File: config.mk
export PLATFORM = sky130hd
export DESIGN_NAME = opm_ctrl
export DESIGN_NICKNAME = d
export VERILOG_FILES = /design/src/rtl/opm_pkg.sv /design/src/rtl/opm_step_check.sv /design/src/rtl/opm_wake_override.sv /design/src/rtl/opm_ctrl.sv
export SDC_FILE = /design/constraint.sdc
export NUM_CORES = 1
export LEC_CHECK = 0
export CAP_MARGIN = 0
export CORE_MARGIN = 1
export CORE_UTILIZATION = 30
export DETAILED_ROUTE_END_ITERATION = 8
export PLACE_DENSITY = 0.67
export SETUP_SLACK_MARGIN = 0.4
export SLEW_MARGIN = 20
export SYNTH_ARGS = -nofsm -noshare
export SYNTH_HDL_FRONTEND = slang
export SYNTH_SLANG_ARGS = --single-unit
File: constraint.sdc
create_clock -name clk -period 4.4 [get_ports clk]
set_input_delay 0.66 -clock clk [delete_from_list [all_inputs] [get_ports clk]]
set_output_delay 0.66 -clock clk [all_outputs]
set_load 0.02 [all_outputs]
File: src/rtl/opm_pkg.sv
package opm_pkg;

    typedef enum logic [1:0] {
        M_ACT = 2'd0,
        M_LOW = 2'd1,
        M_PDA = 2'd2,
        M_PDL = 2'd3
    } mode_t;

    typedef enum logic [1:0] {
        CS_NORM = 2'd0,
        CS_MF   = 2'd1,
        CS_PD   = 2'd2
    } clksrc_t;

    typedef struct packed {
        mode_t tgt;
        mode_t ack;
        logic  err;
    } ctrl_state_t;

    // Position of a mode on the linear chain used for step legality.
    function automatic logic [2:0] chain_pos(mode_t m);
        case (m)
            M_PDA:   return 3'd0;
            M_ACT:   return 3'd1;
            M_LOW:   return 3'd2;
            default: return 3'd3;
        endcase
    endfunction

    function automatic logic is_neighbour(mode_t a, mode_t b);
        logic [2:0] pa;
        logic [2:0] pb;
        pa = chain_pos(a);
        pb = chain_pos(b);
        return (pa == pb + 3'd1) || (pb == pa + 3'd1);
    endfunction

endpackage

File: src/rtl/opm_step_check.sv
module opm_step_check
    import opm_pkg::*;
(
    input  mode_t cur_mode,
    input  mode_t new_mode,
    input  logic  wr,
    input  logic  pending,
    output logic  take,
    output logic  violation
);
    logic same_mode;
    logic step_ok;

    always_comb begin
        same_mode = (new_mode == cur_mode);
        step_ok   = is_neighbour(cur_mode, new_mode);
        take      = wr && !pending && step_ok;
        violation = wr && !(step_ok || same_mode) && !pending
                 || wr && pending;
    end
endmodule

File: src/rtl/opm_wake_override.sv
module opm_wake_override
    import opm_pkg::*;
#(
    parameter int CS_W = 2
) (
    input  mode_t           ack_mode,
    input  logic            wake,
    output mode_t           eff_mode,
    output logic            supply_active,
    output logic [CS_W-1:0] clk_sel
);
    always_comb begin
        eff_mode = ack_mode;
        if (wake && ack_mode == M_PDA) eff_mode = M_ACT;
        if (wake && ack_mode == M_PDL) eff_mode = M_LOW;

        supply_active = (eff_mode == M_ACT);

        case (eff_mode)
            M_ACT:   clk_sel = CS_W'(CS_NORM);
            M_LOW:   clk_sel = CS_W'(CS_MF);
            default: clk_sel = CS_W'(CS_PD);
        endcase
    end
endmodule

File: src/rtl/opm_ctrl.sv
module opm_ctrl
    import opm_pkg::*;
#(
    parameter int MODE_W = 2,
    parameter int CS_W   = 2
) (
    input  logic              clk,
    input  logic              rst_n,
    input  logic              req_valid,
    input  logic [MODE_W-1:0] req_mode,
    input  logic              err_clr,
    input  logic              wake,
    input  logic              pm_ready,
    output logic              pm_req,
    output logic              pm_tgt_active,
    output logic [MODE_W-1:0] ack_mode,
    output logic [MODE_W-1:0] eff_mode,
    output logic              busy,
    output logic              err,
    output logic              supply_active,
    output logic [CS_W-1:0]   clk_sel
);
    ctrl_state_t st_d, st_q;
    logic        take;
    logic        violation;
    logic        pending;
    mode_t       eff_m;

    assign pending = (st_q.tgt != st_q.ack);

    opm_step_check u_check (
        .cur_mode  (st_q.ack),
        .new_mode  (mode_t'(req_mode)),
        .wr        (req_valid),
        .pending   (pending),
        .take      (take),
        .violation (violation)
    );

    opm_wake_override #(.CS_W(CS_W)) u_wake (
        .ack_mode      (st_q.ack),
        .wake          (wake),
        .eff_mode      (eff_m),
        .supply_active (supply_active),
        .clk_sel       (clk_sel)
    );

    always_comb begin
        st_d = st_q;
        if (pending && pm_ready) st_d.ack = st_q.tgt;
        if (take)                st_d.tgt = mode_t'(req_mode);
        if (violation)           st_d.err = 1'b1;
        else if (err_clr)        st_d.err = 1'b0;
    end

    always_ff @(posedge clk) begin
        if (!rst_n) begin
            st_q.tgt <= M_ACT;
            st_q.ack <= M_ACT;
            st_q.err <= 1'b0;
        end else begin
            st_q <= st_d;
        end
    end

    assign busy          = pending;
    assign pm_req        = pending;
    assign pm_tgt_active = (st_q.tgt == M_ACT);
    assign ack_mode      = st_q.ack;
    assign eff_mode      = eff_m;
    assign err           = st_q.err;


    ack_needs_ready_chk: assert property (@(posedge clk) disable iff (!rst_n)
        !$stable(ack_mode) |-> $past(pm_ready && busy));


    ack_single_step_chk: assert property (@(posedge clk) disable iff (!rst_n)
        !$stable(ack_mode) |-> is_neighbour(mode_t'($past(ack_mode)), mode_t'(ack_mode)));


    err_sticky_chk: assert property (@(posedge clk) disable iff (!rst_n)
        $fell(err) |-> $past(err_clr));


    tgt_hold_chk: assert property (@(posedge clk) disable iff (!rst_n)
        (busy && !pm_ready) |=> (busy && $stable(pm_tgt_active)));


    active_supply_chk: assert property (@(posedge clk) disable iff (!rst_n)
        (ack_mode == 2'd0) |-> (supply_active && clk_sel == '0));
endmodule

==> impl_summary.log, run 1 <==
[metrics] hold-fix buffer count after cts: 0
[metrics] final hold viol count: 0
[metrics] switching share of power: 0.326
[metrics] Die Y-Extent: 44 um
[metrics] CORE AREA: 1580 sq um
[metrics] Cell Pwr Density: 246 nW/um^2
[metrics] Syn Area/Cell: 8.68 sq um
[metrics] Max rail drop VDD: 0.152 mV
[metrics] Critical Path Max Stage Delay: 0.62 ns
[metrics] path type of the worst min-delay path: flop to flop
[metrics] cell-internal power: 0.121 mW
[metrics] synthesis-to-layout area growth: 38.5%
[metrics] per-cell routed wire length: 9.66 um
[metrics] busiest metal layer after global routing: met2
[metrics] net switching power figure: 0.0588 mW
[metrics] # IOs: 19
[metrics] first-iteration detailed-routing DRC count: 4
[metrics] synthesized flop and latch total: 5
[metrics] sequential share of power: 0.299
[metrics] run status: finished clean
[metrics] maximum clock insertion buffer count: 2
[metrics] unrepaired setup endpoints after global routing: false
[metrics] count of vias placed by the detailed router: 442
[metrics] initial core utilization: 0.336
[metrics] vias in the first global route: 428
[metrics] number of sinks handled by clock tree synthesis: 5
[metrics] sum of net half-perimeters after detailed placement: 741 um
[metrics] Min Hold Slack: 0.527 ns
[metrics] total standard cell area after synthesis: 529 sq um
[metrics] worst endpoint required time: 3.74 ns
[metrics] first-pass GRT wire length: 1.77 mm
[metrics] net total in the final layout: 98
[metrics] cell leakage power: 0.304 nW
[metrics] startpoint kind of the worst setup timing path: input port
[metrics] CTS tree: built
[metrics] Critical Path Slowest Stage Cell: sky130_fd_sc_hd__clkdlybuf4s50_1
[metrics] number of cell rows: 14
[metrics] distinct cell type count after synthesis: 22
[metrics] Post-CTS Setup Bufs: 0
[metrics] share of the clock period used by the worst path after layout: 0.647
[metrics] total iterations of the first detailed-routing run: 6
[metrics] met2 global-route usage: 0.218
[metrics] number of antenna violations at the first check in global routing: 0
[metrics] Residual DRC: 0
[metrics] Worst Path Max Fanout: 3
[metrics] share of total power in the clock network: 0.287
[metrics] total global-route track usage: 0.122
[metrics] Crit. End Element: output pin
[metrics] GR met1 Demand/Resource: 0.138
[metrics] measured slew at the worst slew-check pin: 0.379 ns
[metrics] H-Tree Level Count: 1
[metrics] gr ovfl total: 0
[metrics] n_diodes: 0
[metrics] max_slew headroom: 0.747
[metrics] Critical Path AT: 2.19 ns
[metrics] worst-skew pair later-pin latency: 0.24 ns
[metrics] number of gates resized after cts: 0
[metrics] root buffer cell: sky130_fd_sc_hd__clkbuf_4
[metrics] Maximum Capacitance Violations: 0
[metrics] final critical delay including setup and external delays: 2.85 ns
[metrics] overall die area: 1940 sq um
[metrics] Antenna Nets Post-Route: 0
[metrics] Port-buffer cells: 18
[metrics] Fmax achieved: 0.351 GHz
[metrics] fraction of layout cells with a size suffix above 1: 0.125
[metrics] highest-count cells in the layout ignoring fill and taps: 18 x sky130_fd_sc_hd__clkdlybuf4s50_1, 9 x sky130_fd_sc_hd__ha_1, 8 x sky130_fd_sc_hd__nor2_1, 7 x sky130_fd_sc_hd__nand2_1, 5 x sky130_fd_sc_hd__dfxtp_1
[metrics] RePlAce Congestion: 0.672
[metrics] drt total wl: 927 um
[metrics] setup clock skew after layout: 0.00139 ns
[metrics] Net Count, Synth: 78
[metrics] sum of negative setup slack: 0 ns
[metrics] number of buffers added by the clock tree synthesis step: 3
[metrics] proportion of power drawn by combinational gates: 0.415
[metrics] die span in x: 44 um
[metrics] CP Class: input port to output pin
[metrics] Warnings, synthesis: 0
[metrics] largest net degree at the start of global routing: 10
[metrics] gate count of the mapped netlist: 61
[metrics] Cell Chain, Critical Path: clkdlybuf4s50_1, nand2_1, a22o_1, a21oi_1, clkdlybuf4s50_1
[metrics] met3 track utilization from global routing: 0.0250
[metrics] via count normalized by instance count: 4.60
[metrics] dominant cell type by count on the critical path: sky130_fd_sc_hd__clkdlybuf4s50_1
[metrics] register area share after synthesis: 0.189
[metrics] commonest non-fill, non-tap cell in the layout: sky130_fd_sc_hd__clkdlybuf4s50_1
[metrics] Slew Limit Fails: 0
[metrics] clk slew on worst S/H paths: 0.04 ns
[metrics] Setup-failing EPs final: 0
-- state kept, by name, indices dropped and copies added, names as in the netlist --
signal,cells
ack_mode,2
err,1
st_q,2
-- synth_stat cells --
cell	number	area [sq um]
sky130_fd_sc_hd__a21oi_1	1	5.00
sky130_fd_sc_hd__a22o_1	1	8.76
sky130_fd_sc_hd__a22oi_2	1	12.5
sky130_fd_sc_hd__a41oi_2	1	16.3
sky130_fd_sc_hd__buf_4	3	22.5
sky130_fd_sc_hd__clkinv_1	1	3.75
sky130_fd_sc_hd__dfxtp_1	5	100
sky130_fd_sc_hd__ha_1	9	113
sky130_fd_sc_hd__inv_1	4	15.0
sky130_fd_sc_hd__mux2i_1	4	40.0
sky130_fd_sc_hd__nand2_1	7	26.3
sky130_fd_sc_hd__nand2_2	1	6.26
sky130_fd_sc_hd__nand2b_1	1	6.26
sky130_fd_sc_hd__nor2_1	8	30.0
sky130_fd_sc_hd__nor2_2	1	6.26
sky130_fd_sc_hd__nor2b_1	3	18.8
sky130_fd_sc_hd__nor3_2	1	10.0
sky130_fd_sc_hd__o21a_1	1	7.51
sky130_fd_sc_hd__o21ai_1	1	5.00
sky130_fd_sc_hd__xnor2_1	3	26.3
sky130_fd_sc_hd__xnor2_2	2	32.5
sky130_fd_sc_hd__xor2_1	2	17.5
-- final timing paths --
check,startpoint,end,slack (ns),cells past startpoint
max,wake,supply_active,1.55,5
min,st_q[3],st_q[3],0.53,2
max reg2reg,ack_mode[1],st_q[4],2.47,7
min reg2reg,st_q[3],st_q[3],0.53,2
-- layout make-up --
| type | instances | area, sq um |
|---|---|---|
| Clock buffer | 4 | 26.3 |
| Multi-Input combinational cell | 48 | 388 |
| Sequential cell | 5 | 100 |
| Tap cell | 16 | 20.0 |
| Fill cell | 167 | 843 |
| Timing Repair Buffer | 18 | 180 |
| Inverter | 5 | 18.8 |
-- critical path, delay by kind of cell --
family,cells,cell delay [ns]
AND/OR/NAND/NOR,1,0.08
AO/OA/AOI/OAI,2,0.33
buffers and inverters,2,1.12
-- power groups by stage --
stage                     logic, mW  registers, mW  clock network [mW]
final                        0.0748         0.0538              0.0517
after floorplan              0.0473         0.0552                   0
after CTS                    0.0758         0.0539              0.0549
after detailed placement     0.0753         0.0546                   0
after global routing         0.0820         0.0546              0.0577
after global placement       0.0745         0.0547                   0
-- routing by layer --
metal,vias to the layer above,share of wire
li1,231,-
met1,200,0.42
met2,11,0.54
met3,0,0.041
met4,0,0
met5,-,0
-- stage by stage --
step	setup WS, ns	power [mW]	instances	utilization	cell area, sq um
floorplan	2.23	0.102	61	-	529
global placement	1.59	0.129	92	0.448	707
detailed placement	1.55	0.130	92	0.448	707
CTS	1.54	0.185	96	0.465	733
global route	1.41	0.194	96	0.465	733
finish	1.55	0.180	96	0.465	733
-- logic make-up after synthesis --
| group | count (synthesis) | synth area share |
|---|---|---|
| buffers and inverters | 8 | 0.0780 |
| DFF | 5 | 0.189 |
| adders and majority gates | 9 | 0.213 |
| and+or+nand+nor | 22 | 0.196 |
| AOI/OAI and AO/OA | 6 | 0.104 |
| xor gates and xnor gates | 7 | 0.144 |
| muxes | 4 | 0.0757 |
Note: power is estimated with default switching activity, not from simulation.
==> inputs of run 2 (changes only) <==
==> constraint.sdc (replaced) <==
create_clock -name clk -period 2.7 [get_ports clk]
set_input_delay 0.405 -clock clk [delete_from_list [all_inputs] [get_ports clk]]
set_output_delay 0.405 -clock clk [all_outputs]
set_load 0.02 [all_outputs]
==> run 2 against run 1 <==
The flow now finishes with violations (design-rule violations). Setup slack lost 0.91 ns. Via count grew 2.3%. Largest power group unchanged. Highest routed layer is now met4. Combinational power grew 67%. Non-clock buffer count grew 2. Global-route usage shrank 0.16 points. Cell count grew 2.1%. Critical endpoint is now clk_sel[0]. Flip-flop and latch count is the same.
==> impl_summary.log, run 2 (synthesis results as in run 1) <==
[metrics] run status: finished with violations (was finished clean)
[metrics] violations in the final reports: design-rule violations
[metrics] share of total power in the clock network: 0.297 (was 0.287)
[metrics] initial core utilization: 0.336 (unchanged)
[metrics] worst-skew pair later-pin latency: 0.24 ns (about the same)
[metrics] number of sinks handled by clock tree synthesis: 5 (unchanged)
[metrics] via count normalized by instance count: 4.61 (was 4.60)
[metrics] Port-buffer cells: 18 (unchanged)
[metrics] Cell Pwr Density: 398 nW/um^2 (was 246 nW/um^2)
[metrics] CP Class: flop to output pin (was input port to output pin)
[metrics] measured slew at the worst slew-check pin: 0.261 ns (was 0.379 ns)
[metrics] Fmax achieved: 0.487 GHz
[metrics] CORE AREA: 1580 sq um (unchanged)
[metrics] maximum clock insertion buffer count: 2 (unchanged)
[metrics] number of cell rows: 14 (unchanged)
[metrics] # IOs: 19 (unchanged)
[metrics] net switching power figure: 0.101 mW (was 0.0588 mW)
[metrics] Post-CTS Setup Bufs: 0 (unchanged)
[metrics] highest-count cells in the layout ignoring fill and taps: 13 x sky130_fd_sc_hd__clkdlybuf4s50_1, 9 x sky130_fd_sc_hd__ha_1, 8 x sky130_fd_sc_hd__nor2_1, 7 x sky130_fd_sc_hd__nand2_1, 5 x sky130_fd_sc_hd__dfxtp_1 (was 18 x sky130_fd_sc_hd__clkdlybuf4s50_1, 9 x sky130_fd_sc_hd__ha_1, 8 x sky130_fd_sc_hd__nor2_1, 7 x sky130_fd_sc_hd__nand2_1, 5 x sky130_fd_sc_hd__dfxtp_1)
[metrics] final critical delay including setup and external delays: 2.05 ns
[metrics] startpoint kind of the worst setup timing path: flop (was input port)
[metrics] synthesis-to-layout area growth: 42.3% (was 38.5%)
[metrics] cell-internal power: 0.198 mW (was 0.121 mW)
[metrics] Worst Path Max Fanout: 5 (was 3)
[metrics] final-layout fill cell count: 155 (was 167)
[metrics] hold-critical path depth: 2 (unchanged)
[metrics] commonest non-fill, non-tap cell in the layout: sky130_fd_sc_hd__clkdlybuf4s50_1 (unchanged)
[metrics] RePlAce Congestion: 0.675 (was 0.672)
[metrics] die span in x: 44 um (unchanged)
[metrics] area of combinational cells with multiple inputs: 388 sq um (unchanged)
[metrics] worst endpoint required time: 2.30 ns (was 3.74 ns)
[metrics] count of vias placed by the detailed router: 452 (was 442)
[metrics] fraction of layout cells with a size suffix above 1: 0.146 (was 0.125)
[metrics] largest net degree at the start of global routing: 8 (was 10)
[metrics] setup clock skew after layout: 0.00185 ns (was 0.00139 ns)
[metrics] proportion of power drawn by combinational gates: 0.416 (was 0.415)
[metrics] clk slew on worst S/H paths: 0.05 ns (was 0.04 ns)
[metrics] total iterations of the first detailed-routing run: 6 (unchanged)
[metrics] net total in the final layout: 100 (was 98)
[metrics] total global-route track usage: 0.121 (was 0.122)
[metrics] sum of net half-perimeters after detailed placement: 823 um (was 741 um)
[metrics] Crit. End Element: output pin (unchanged)
[metrics] CTS tree: built (unchanged)
[metrics] number of buffers added by the clock tree synthesis step: 3 (unchanged)
[metrics] drt total wl: 1.00 mm (was 927 um)
[metrics] sequential standard cell area: 100 sq um (unchanged)
[metrics] Die Y-Extent: 44 um (unchanged)
[metrics] first-pass GRT wire length: 1.70 mm (was 1.77 mm)
[metrics] hold-fix buffer count after cts: 0 (unchanged)
[metrics] total chip power: 0.300 mW (was 0.180 mW)
[metrics] first-iteration detailed-routing DRC count: 4 (unchanged)
[metrics] final hold viol count: 0 (unchanged)
[metrics] Setup-failing EPs final: 0 (unchanged)
[metrics] Antenna Nets Post-Route: 0 (unchanged)
[metrics] max_slew headroom: 0.825 (was 0.747)
[metrics] Maximum Capacitance Violations: 0 (unchanged)
[metrics] n_diodes: 0 (unchanged)
[metrics] sum of negative setup slack: 0 ns (unchanged)
[metrics] Max rail drop VDD: 0.272 mV (was 0.152 mV)
[metrics] sequential share of power: 0.287 (was 0.299)
[metrics] final core utilization: 0.478 (was 0.465)
[metrics] unrepaired setup endpoints after global routing: false (unchanged)
[metrics] vias in the first global route: 426 (was 428)
[metrics] Residual DRC: 2 (was 0)
[metrics] overall die area: 1940 sq um (unchanged)
[metrics] H-Tree Level Count: 1 (unchanged)
[metrics] switching share of power: 0.338 (was 0.326)
[metrics] root buffer cell: sky130_fd_sc_hd__clkbuf_4 (unchanged)
[metrics] path type of the worst min-delay path: flop to flop (unchanged)
[metrics] per-cell routed wire length: 10.2 um (was 9.66 um)
[metrics] Slew Limit Fails: 0 (unchanged)
[metrics] gr ovfl total: 0 (unchanged)
[metrics] cell leakage power: 0.373 nW (was 0.304 nW)
[metrics] depth of the worst register-to-register path: 8 (was 7)
[metrics] number of antenna violations at the first check in global routing: 0 (unchanged)
[metrics] share of the clock period used by the worst path after layout: 0.760
[metrics] Critical Path AT: 1.65 ns (was 2.19 ns)
[run 2: cell types whose count changed in the layout (fill, tap and decap cells not counted)]
cell                              change
sky130_fd_sc_hd__dlygate4sd2_1        +2
sky130_fd_sc_hd__clkdlybuf4s50_1      -5
sky130_fd_sc_hd__dlymetal6s2s_1       +3
sky130_fd_sc_hd__buf_4                +2
[run 2: repair_timing]
action / CTS / global route
gates resized for setup: 2 / 3
setup endpoints to repair: 2 / 3
pin swaps: 0 / 0
[run 2: area by class of cell]
cell class                 count  share of cell area
inverter                       5              0.0249
sequential                     5               0.133
tap                           16              0.0266
clock buffer                   4              0.0349
timing repair buffer          20               0.266
multi-input combinational     48               0.515
[run 2: routing by layer]
layer  global-route usage  wire length, um
met5                    0                0
met2                0.203              509
met1                0.136              421
met4               0.0909               23
met3               0.0167               46
[run 2: metrics by stage]
step                hold slack, ns  setup slack (ns)  instance area, sq um  cells
floorplan                    0.492             0.784                   529     61
global placement             0.523             0.406                   722     94
finish                       0.530             0.648                   753     98
global route                 0.555             0.495                   753     98
CTS                          0.534             0.417                   746     98
detailed placement           0.520             0.381                   722     94
[run 2: power by group through the flow]
stage               registers (mW)  clock network, mW  logic [mW]
global placement            0.0872                  0       0.125
global route                0.0871             0.0944       0.136
CTS                         0.0858             0.0906       0.127
detailed placement          0.0871                  0       0.128
floorplan                   0.0899                  0      0.0770
finish                      0.0859             0.0890       0.125
[run 2: path summary, 6_finish.rpt]
check        slack (ns)   startpoint         end
min                0.53      st_q[4]     st_q[4]
max                0.65  ack_mode[0]  clk_sel[0]
max reg2reg        0.84  ack_mode[1]     st_q[3]
min reg2reg        0.53      st_q[4]     st_q[4]
[run 2: worst max-delay path: stages (launching register included)]
cell and delay [ns]:
sky130_fd_sc_hd__dfxtp_1 0.41, sky130_fd_sc_hd__inv_1 0.09, sky130_fd_sc_hd__ha_1 0.21, sky130_fd_sc_hd__nand2_1 0.08
sky130_fd_sc_hd__a22o_1 0.15, sky130_fd_sc_hd__nor2b_1 0.12, sky130_fd_sc_hd__dlygate4sd2_1 0.33
